**src/rtl/grouper_pkg.sv**
```systemverilog
package grouper_pkg;

  // strobes from the control to the datapath, one set per cycle
  typedef struct packed {
    logic acceptTask;      // task handshake completes
    logic mergeTask;       // task joins the open group, group stays open
    logic restartWithTask; // task opens a new group after the old one closes
    logic closeOld;        // open group (without the task) goes to output
    logic closeMerged;     // open group plus the task goes to output
  } grpCtlT;

endpackage

```
**src/rtl/hazard_detect.sv**
```systemverilog
module hazard_detect #(
  parameter int LOC_W = 16
) (
  input  logic [LOC_W-1:0] taskReads,
  input  logic [LOC_W-1:0] taskWrites,
  input  logic [LOC_W-1:0] grpReads,
  input  logic [LOC_W-1:0] grpWrites,
  output logic             rawHit,
  output logic             warHit,
  output logic             wawHit,
  output logic             conflict
);

  logic [LOC_W-1:0] rawVec;
  logic [LOC_W-1:0] warVec;
  logic [LOC_W-1:0] wawVec;

  // one hazard cell per location
  for (genvar loc = 0; loc < LOC_W; loc++) begin : g_loc
    assign rawVec[loc] = taskReads[loc]  & grpWrites[loc];
    assign warVec[loc] = taskWrites[loc] & grpReads[loc];
    assign wawVec[loc] = taskWrites[loc] & grpWrites[loc];
  end

  assign rawHit   = |rawVec;
  assign warHit   = |warVec;
  assign wawHit   = |wawVec;
  assign conflict = rawHit | warHit | wawHit;

endmodule

```
**src/rtl/grouper_ctrl.sv**
```systemverilog
module grouper_ctrl
  import grouper_pkg::*;
(
  input  logic   clk,
  input  logic   rstN,
  input  logic   inValid,
  input  logic   flush,
  input  logic   conflict,
  input  logic   lastSlot,
  input  logic   groupEmpty,
  input  logic   outFree,
  output logic   inReady,
  output grpCtlT ctl
);

  logic wantIssue;
  logic accept;
  logic closeAfterJoin;

  // a presented task forces an issue on conflict, at the size limit or on flush
  assign wantIssue      = conflict | lastSlot | flush;
  assign inReady        = outFree | ~wantIssue;
  assign accept         = inValid & inReady;
  assign closeAfterJoin = lastSlot | flush;

  always_comb begin
    ctl                 = '0;
    ctl.acceptTask      = accept;
    ctl.restartWithTask = accept & conflict;
    ctl.closeOld        = (accept & conflict)
                        | (~inValid & flush & ~groupEmpty & outFree);
    ctl.closeMerged     = accept & ~conflict & closeAfterJoin;
    ctl.mergeTask       = accept & ~conflict & ~closeAfterJoin;
  end

  // at most one group action per cycle
  p_single_action_r2: assert property (@(posedge clk) disable iff (!rstN)
    $onehot0({ctl.closeOld, ctl.closeMerged, ctl.mergeTask}));

  // flush alone never closes an empty group
  p_flush_empty_r7: assert property (@(posedge clk) disable iff (!rstN)
    (!inValid && groupEmpty) |-> !ctl.closeOld);

endmodule

```
**src/rtl/grouper_datapath.sv**
```systemverilog
module grouper_datapath
  import grouper_pkg::*;
#(
  parameter int LOC_W     = 16,
  parameter int MAX_GROUP = 4,
  parameter int ID_W      = 8,
  localparam int CNT_W    = $clog2(MAX_GROUP + 1),
  localparam int SLOT_W   = (MAX_GROUP > 1) ? $clog2(MAX_GROUP) : 1
) (
  input  logic              clk,
  input  logic              rstN,
  input  grpCtlT            ctl,
  input  logic [LOC_W-1:0]  inReads,
  input  logic [LOC_W-1:0]  inWrites,
  input  logic              outReady,
  output logic              conflict,
  output logic              lastSlot,
  output logic              groupEmpty,
  output logic              outFree,
  output logic              tagValid,
  output logic [ID_W-1:0]   tagGroup,
  output logic [SLOT_W-1:0] tagSlot,
  output logic              outValid,
  output logic [ID_W-1:0]   outGroupId,
  output logic [CNT_W-1:0]  outCount,
  output logic [LOC_W-1:0]  outReads,
  output logic [LOC_W-1:0]  outWrites
);

  logic [LOC_W-1:0] grpReads;
  logic [LOC_W-1:0] grpWrites;
  logic [CNT_W-1:0] grpCount;
  logic [ID_W-1:0]  grpId;

  logic [LOC_W-1:0] mergedReads;
  logic [LOC_W-1:0] mergedWrites;
  logic [CNT_W-1:0] mergedCount;
  logic             rawHit;
  logic             warHit;
  logic             wawHit;

  hazard_detect #(.LOC_W(LOC_W)) u_hazard (
    .taskReads (inReads),
    .taskWrites(inWrites),
    .grpReads  (grpReads),
    .grpWrites (grpWrites),
    .rawHit    (rawHit),
    .warHit    (warHit),
    .wawHit    (wawHit),
    .conflict  (conflict)
  );

  assign mergedReads  = grpReads | inReads;
  assign mergedWrites = grpWrites | inWrites;
  assign mergedCount  = grpCount + CNT_W'(1);
  assign groupEmpty   = (grpCount == '0);
  assign outFree      = ~outValid | outReady;

  // size limit: a group of one closes on every task
  if (MAX_GROUP == 1) begin : g_single
    assign lastSlot = 1'b1;
  end else begin : g_multi
    assign lastSlot = (grpCount == CNT_W'(MAX_GROUP - 1));
  end

  // open group accumulation
  always_ff @(posedge clk) begin
    if (!rstN) begin
      grpReads  <= '0;
      grpWrites <= '0;
      grpCount  <= '0;
      grpId     <= '0;
    end else if (ctl.closeMerged) begin
      grpReads  <= '0;
      grpWrites <= '0;
      grpCount  <= '0;
      grpId     <= grpId + ID_W'(1);
    end else if (ctl.closeOld) begin
      grpId <= grpId + ID_W'(1);
      if (ctl.restartWithTask) begin
        grpReads  <= inReads;
        grpWrites <= inWrites;
        grpCount  <= CNT_W'(1);
      end else begin
        grpReads  <= '0;
        grpWrites <= '0;
        grpCount  <= '0;
      end
    end else if (ctl.mergeTask) begin
      grpReads  <= mergedReads;
      grpWrites <= mergedWrites;
      grpCount  <= mergedCount;
    end
  end

  // issue register
  always_ff @(posedge clk) begin
    if (!rstN) begin
      outValid   <= 1'b0;
      outGroupId <= '0;
      outCount   <= '0;
      outReads   <= '0;
      outWrites  <= '0;
    end else if (ctl.closeMerged) begin
      outValid   <= 1'b1;
      outGroupId <= grpId;
      outCount   <= mergedCount;
      outReads   <= mergedReads;
      outWrites  <= mergedWrites;
    end else if (ctl.closeOld) begin
      outValid   <= 1'b1;
      outGroupId <= grpId;
      outCount   <= grpCount;
      outReads   <= grpReads;
      outWrites  <= grpWrites;
    end else if (outReady) begin
      outValid <= 1'b0;
    end
  end

  // membership tag of each accepted task
  always_ff @(posedge clk) begin
    if (!rstN) begin
      tagValid <= 1'b0;
      tagGroup <= '0;
      tagSlot  <= '0;
    end else begin
      tagValid <= ctl.acceptTask;
      if (ctl.acceptTask) begin
        if (ctl.restartWithTask) begin
          tagGroup <= grpId + ID_W'(1);
          tagSlot  <= '0;
        end else begin
          tagGroup <= grpId;
          tagSlot  <= grpCount[SLOT_W-1:0];
        end
      end
    end
  end

  // the open group never exceeds its limit
  p_count_bound_r6: assert property (@(posedge clk) disable iff (!rstN)
    grpCount <= CNT_W'(MAX_GROUP));

  // a restarted group holds exactly the conflicting task
  p_restart_one_r3: assert property (@(posedge clk) disable iff (!rstN)
    ctl.restartWithTask |=> (grpCount == CNT_W'(1)) && (grpReads == $past(inReads))
                            && (grpWrites == $past(inWrites)));

  // a stalled offer holds its contents
  p_hold_r9: assert property (@(posedge clk) disable iff (!rstN)
    (outValid && !outReady) |=> outValid && $stable(outGroupId) && $stable(outCount)
                                && $stable(outReads) && $stable(outWrites));

  // each close advances the group number by one
  p_id_step_r8: assert property (@(posedge clk) disable iff (!rstN)
    (ctl.closeOld || ctl.closeMerged) |=> grpId == $past(grpId) + ID_W'(1));

  // an issued group is never empty
  p_issue_nonempty_r7: assert property (@(posedge clk) disable iff (!rstN)
    (ctl.closeOld || ctl.closeMerged) |=> outValid && (outCount != '0));

endmodule

```
**src/rtl/task_grouper.sv**
```systemverilog
module task_grouper
  import grouper_pkg::*;
#(
  parameter int LOC_W     = 16,
  parameter int MAX_GROUP = 4,
  parameter int ID_W      = 8,
  localparam int CNT_W    = $clog2(MAX_GROUP + 1),
  localparam int SLOT_W   = (MAX_GROUP > 1) ? $clog2(MAX_GROUP) : 1
) (
  input  logic              clk,
  input  logic              rstN,
  input  logic              inValid,
  output logic              inReady,
  input  logic [LOC_W-1:0]  inReads,
  input  logic [LOC_W-1:0]  inWrites,
  input  logic              flush,
  output logic              tagValid,
  output logic [ID_W-1:0]   tagGroup,
  output logic [SLOT_W-1:0] tagSlot,
  output logic              outValid,
  input  logic              outReady,
  output logic [ID_W-1:0]   outGroupId,
  output logic [CNT_W-1:0]  outCount,
  output logic [LOC_W-1:0]  outReads,
  output logic [LOC_W-1:0]  outWrites
);

  grpCtlT ctl;
  logic   conflict;
  logic   lastSlot;
  logic   groupEmpty;
  logic   outFree;

  grouper_ctrl u_ctrl (
    .clk       (clk),
    .rstN      (rstN),
    .inValid   (inValid),
    .flush     (flush),
    .conflict  (conflict),
    .lastSlot  (lastSlot),
    .groupEmpty(groupEmpty),
    .outFree   (outFree),
    .inReady   (inReady),
    .ctl       (ctl)
  );

  grouper_datapath #(
    .LOC_W    (LOC_W),
    .MAX_GROUP(MAX_GROUP),
    .ID_W     (ID_W)
  ) u_dp (
    .clk       (clk),
    .rstN      (rstN),
    .ctl       (ctl),
    .inReads   (inReads),
    .inWrites  (inWrites),
    .outReady  (outReady),
    .conflict  (conflict),
    .lastSlot  (lastSlot),
    .groupEmpty(groupEmpty),
    .outFree   (outFree),
    .tagValid  (tagValid),
    .tagGroup  (tagGroup),
    .tagSlot   (tagSlot),
    .outValid  (outValid),
    .outGroupId(outGroupId),
    .outCount  (outCount),
    .outReads  (outReads),
    .outWrites (outWrites)
  );

  // input stalls only behind a blocked issue register
  p_ready_low_r10: assert property (@(posedge clk) disable iff (!rstN)
    !inReady |-> (outValid && !outReady));

endmodule

```
**config.mk**
```make
export PLATFORM = sky130hd
export DESIGN_NAME = task_grouper
export DESIGN_NICKNAME = d
export VERILOG_FILES = /design/src/rtl/grouper_pkg.sv /design/src/rtl/hazard_detect.sv /design/src/rtl/grouper_ctrl.sv /design/src/rtl/grouper_datapath.sv /design/src/rtl/task_grouper.sv
export SDC_FILE = /design/constraint.sdc
export NUM_CORES = 1
export LEC_CHECK = 0
export CORE_AREA = 2 2 92 94
export CTS_CLUSTER_DIAMETER = 30
export CTS_CLUSTER_SIZE = 10
export DETAILED_ROUTE_END_ITERATION = 6
export DIE_AREA = 0 0 94 96
export GPL_TIMING_DRIVEN = 1
export PLACE_DENSITY = 0.83
export RECOVER_POWER = 100
export SYNTH_ARGS = -nofsm -noshare
export SYNTH_HDL_FRONTEND = slang
export SYNTH_SLANG_ARGS = --single-unit
export TNS_END_PERCENT = 50
```
**constraint.sdc**
```tcl
create_clock -name clk -period 5.4 [get_ports clk]
set_input_delay 1.35 -clock clk [delete_from_list [all_inputs] [get_ports clk]]
set_output_delay 1.35 -clock clk [all_outputs]
set_load 0.1 [all_outputs]
```
==> run summary <==
The max-capacitance violation count is 1. The insertion delay to the later sink of the worst-skew pair is 0.37 ns. After floorplanning, the core was divided into 33 placement rows. The top flip-flop cell by instance count after synthesis is sky130_fd_sc_hd__dfxtp_1. Counting flops with an async set or reset pin after synthesis yields a share of 0%. The tree built by TritonCTS fans out to 98 sinks. Relative to the synthesized area, the layout overhead comes to 27.06%. The via count of the first global-routing pass came out at 3692. Setup violations remaining at the end of the flow were counted as 0. The detailed-routing iteration count for the pre-antenna-repair pass is 5. The half-perimeter wire length after detailed placement came out at 7816 um. The number of warning messages in the yosys log is 0. The number of hold buffers added after cts came out at 0. The count of state elements after synthesis came out at 98.

The initial cell density of the core is 53.01%. The area of the mapped netlist came out at 4268 um^2. The count of cells resized by post-cts repair came out at 0. The clock edge transition at the registers on the reported setup and hold paths came out at 0.09 ns. The global routing usage summed across all routing layers is 25.73%. The number of buffers inserted to repair setup after CTS came out at 0. The net count reported at finish is 537. The power density over the cells came out at 356.5 nW/um^2. Synthesis produced a netlist with a net count of 462. Entering global routing, the biggest net connects 40 pins. The required time of the worst setup path is 4.05 ns. Sorting the synthesized cells by area gives the leading types as sky130_fd_sc_hd__dfxtp_1 (46%), sky130_fd_sc_hd__o211a_1 (8.4%), sky130_fd_sc_hd__a22o_1 (6.4%), sky130_fd_sc_hd__o221a_1 (5.3%), sky130_fd_sc_hd__o21ai_0 (3.5%). At the pin with the least slew margin, the transition time is 1.808 ns. Input and output buffers added on the ports amount to 92. Wires add up to 11430 um. TritonCTS built the clock tree. The hold violation total from the final report came out at 0. Setup repair after global routing left no endpoint under its margin. Clock tree synthesis inserted a total of 9 buffers. The cell sitting at the root of the clock tree is a sky130_fd_sc_hd__clkbuf_8. The detailed-route vias per instance is 6.356. The vertical die dimension is 96 um.

The floorplan die area came out at 9024 um^2. The wire length per cell is 18.86 um. STA classifies the critical path startpoint as an input pin.

The average footprint of a synthesized cell came out at 10.14 um^2. The detailed router placed 3852 vias in this run. The analysis attributes to cell leakage a power of 0.002376 uW. The top-level port count is 93.

The number of synthesized flops with an enable pin is 0. The first-pass GRT wire length is 18300 um. Yosys instantiated no cell more often than sky130_fd_sc_hd__dfxtp_1. The path class of the lowest-slack min-delay path is register to register. The type of the worst setup path is input pin to primary output. After routing, the total negative slack on setup checks comes to 0 ns. The number of inserted diodes came out at 0.

The detailed router finished its first iteration with 260 violations. The count of antenna-violating nets left after detailed routing came out at 0. Setup slack on the critical path of the routed design comes to 0.4830 ns. The horizontal extent of the die is 94 um. The cell count after synthesis is 421. Across all hold checks on the routed design, the worst slack comes to 0.4587 ns. The number of antenna violations at the first check in global routing came out at 0. The clock period minus final worst setup slack is 4.917 ns.

The run finished, with violations left. For this run, design rule violations remaining after detail routing come to 0. The final core area utilization came out at 67.35%.

The residual overflow from global routing came out at 0. The max-slew violation count was 40. The peak fanout along the critical path is 6. The endpoint kind of the worst setup timing path is a primary output. The fraction of layout instances using a drive strength above 1 is 7.784%. The region available for standard cell placement spans 8051 um^2. The worst-case headroom to the max-slew limit is -20.52%. After routing the design area is 5423 um^2. The commonest cells after synthesis are sky130_fd_sc_hd__dfxtp_1 (98), sky130_fd_sc_hd__o211a_1 (36), sky130_fd_sc_hd__a22o_1 (31).

The placed instance area is 5224 um^2. The number of distinct standard cells referenced by the synthesized netlist is 40. The H-tree depth is 3. Across the routed clock network, the largest skew measured is 0.009913 ns.

The top achievable clock speed came out at 203.4 MHz. The sequential element share of the synthesized area is 45.97%. The data arrival time of the worst path came out at 3.57 ns. Timing analysis after detailed placement gives a worst setup slack of 0.5677 ns.

The share of the clock period used by the worst path after layout came out at 91.06%. The area share of the leading cell type in the synthesized netlist is 45.97%. The final weighted congestion in routability-driven placement is 0.9032. The checks that failed: max-capacitance violations, max-slew violations. The clock passes through at most 2 buffers.

The synthesized design spends more area on one cell type than any other, namely sky130_fd_sc_hd__dfxtp_1. The peak supply drop came out at 163.2 uV.
[layer usage]
metal / track usage (%) / vias to the layer above / routed length (um)
met5: 0 / - / 0
li1: - / 1801 / -
met4: 11.71 / 0 / 257
met3: 4.229 / 24 / 647
met2: 42.38 / 142 / 5520
met1: 33.30 / 1885 / 5001
[where the power goes]
| part | internal (uW) | total [uW] | leakage (uW) | switching (uW) |
|---|---|---|---|---|
| registers | 783 | 828 | 0.000804 | 44.8 |
| logic | 173 | 588 | 0.00147 | 415 |
| clock network | 263 | 517 | 0.000107 | 254 |
| total | 1220 | 1930 | 0.00238 | 714 |
[final cells by class]
cell class              count  area (um^2)
clock buffers              10        127.6
flip-flops and latches     98         1962
fillers                   633         2629
multi-input cells         280         2106
inverters                   6        22.52
repair buffers            101        983.4
well taps                 105        131.4
clock inverters             6        90.09
[registers in the layout (all words and copies together) (netlist names)]
signal and flops:
u_dp.grpCount 3, u_dp.grpId 8, u_dp.grpReads 16, u_dp.grpWrites 16
u_dp.outCount 3, u_dp.outGroupId 8, u_dp.outReads 16, u_dp.outValid 1
u_dp.outWrites 16, u_dp.tagGroup 8, u_dp.tagSlot 2, u_dp.tagValid 1
[kinds of logic after synthesis]
group                      count (synthesis)  share of synthesized area [%]
muxes                                      9                          2.169
AOI/OAI and AO/OA                        173                          33.74
buffers and inverters                     43                          4.837
DFF                                       98                          45.97
and+or+nand+nor                           89                          11.08
xor gates and xnor gates                   5                          1.026
adders and majority gates                  4                          1.173
[path summary, 6_finish.rpt]
path,start,to,slack [ns],cells after the start
max,inWrites[8],inReady,0.48,8
min,u_dp.tagGroup[0],u_dp.tagGroup[0],0.46,2
max reg2reg,u_dp.grpReads[8],u_dp.grpReads[13],1.80,8
min reg2reg,u_dp.tagGroup[0],u_dp.tagGroup[0],0.46,2
[worst max-delay path, cell delays in order]
cell and delay [ns]:
sky130_fd_sc_hd__dlygate4sd3_1 0.60, sky130_fd_sc_hd__a22oi_1 0.29, sky130_fd_sc_hd__nand4_1 0.15, sky130_fd_sc_hd__nor4_1 0.41
sky130_fd_sc_hd__clkbuf_1 0.27, sky130_fd_sc_hd__nand3_1 0.14, sky130_fd_sc_hd__nand2_1 0.17, sky130_fd_sc_hd__buf_12 0.19
[stage by stage]
stage	cells	total power [uW]
final	606	1933
after global routing	606	2000
after CTS	606	1955
after detailed placement	590	1446
after global placement	590	1437
after floorplan	421	1284
[cell usage in the layout, fill, tap and decap left out, types with 6 or more instances in the layout]
| cell type | synthesis | layout |
|---|---|---|
| sky130_fd_sc_hd__o21ai_0 | 30 | 29 |
| sky130_fd_sc_hd__nand4_1 | 7 | 7 |
| sky130_fd_sc_hd__a22oi_1 | 16 | 16 |
| sky130_fd_sc_hd__o221a_1 | 20 | 20 |
| sky130_fd_sc_hd__inv_1 | 6 | 6 |
| sky130_fd_sc_hd__clkbuf_8 | 0 | 9 |
| sky130_fd_sc_hd__dlygate4sd3_1 | 0 | 56 |
| sky130_fd_sc_hd__nand2b_1 | 7 | 7 |
| sky130_fd_sc_hd__a22o_1 | 31 | 31 |
| sky130_fd_sc_hd__mux2i_1 | 7 | 7 |
| sky130_fd_sc_hd__o211a_1 | 36 | 36 |
| sky130_fd_sc_hd__and3_1 | 7 | 7 |
| sky130_fd_sc_hd__a21oi_1 | 17 | 16 |
| sky130_fd_sc_hd__dfxtp_1 | 98 | 98 |
| sky130_fd_sc_hd__o221a_2 | 12 | 12 |
| sky130_fd_sc_hd__clkdlybuf4s50_1 | 0 | 35 |
| sky130_fd_sc_hd__nand3_1 | 19 | 19 |
| sky130_fd_sc_hd__nor2_1 | 12 | 11 |
| sky130_fd_sc_hd__nand2_1 | 20 | 20 |
Power figures use the tool's default switching activity.
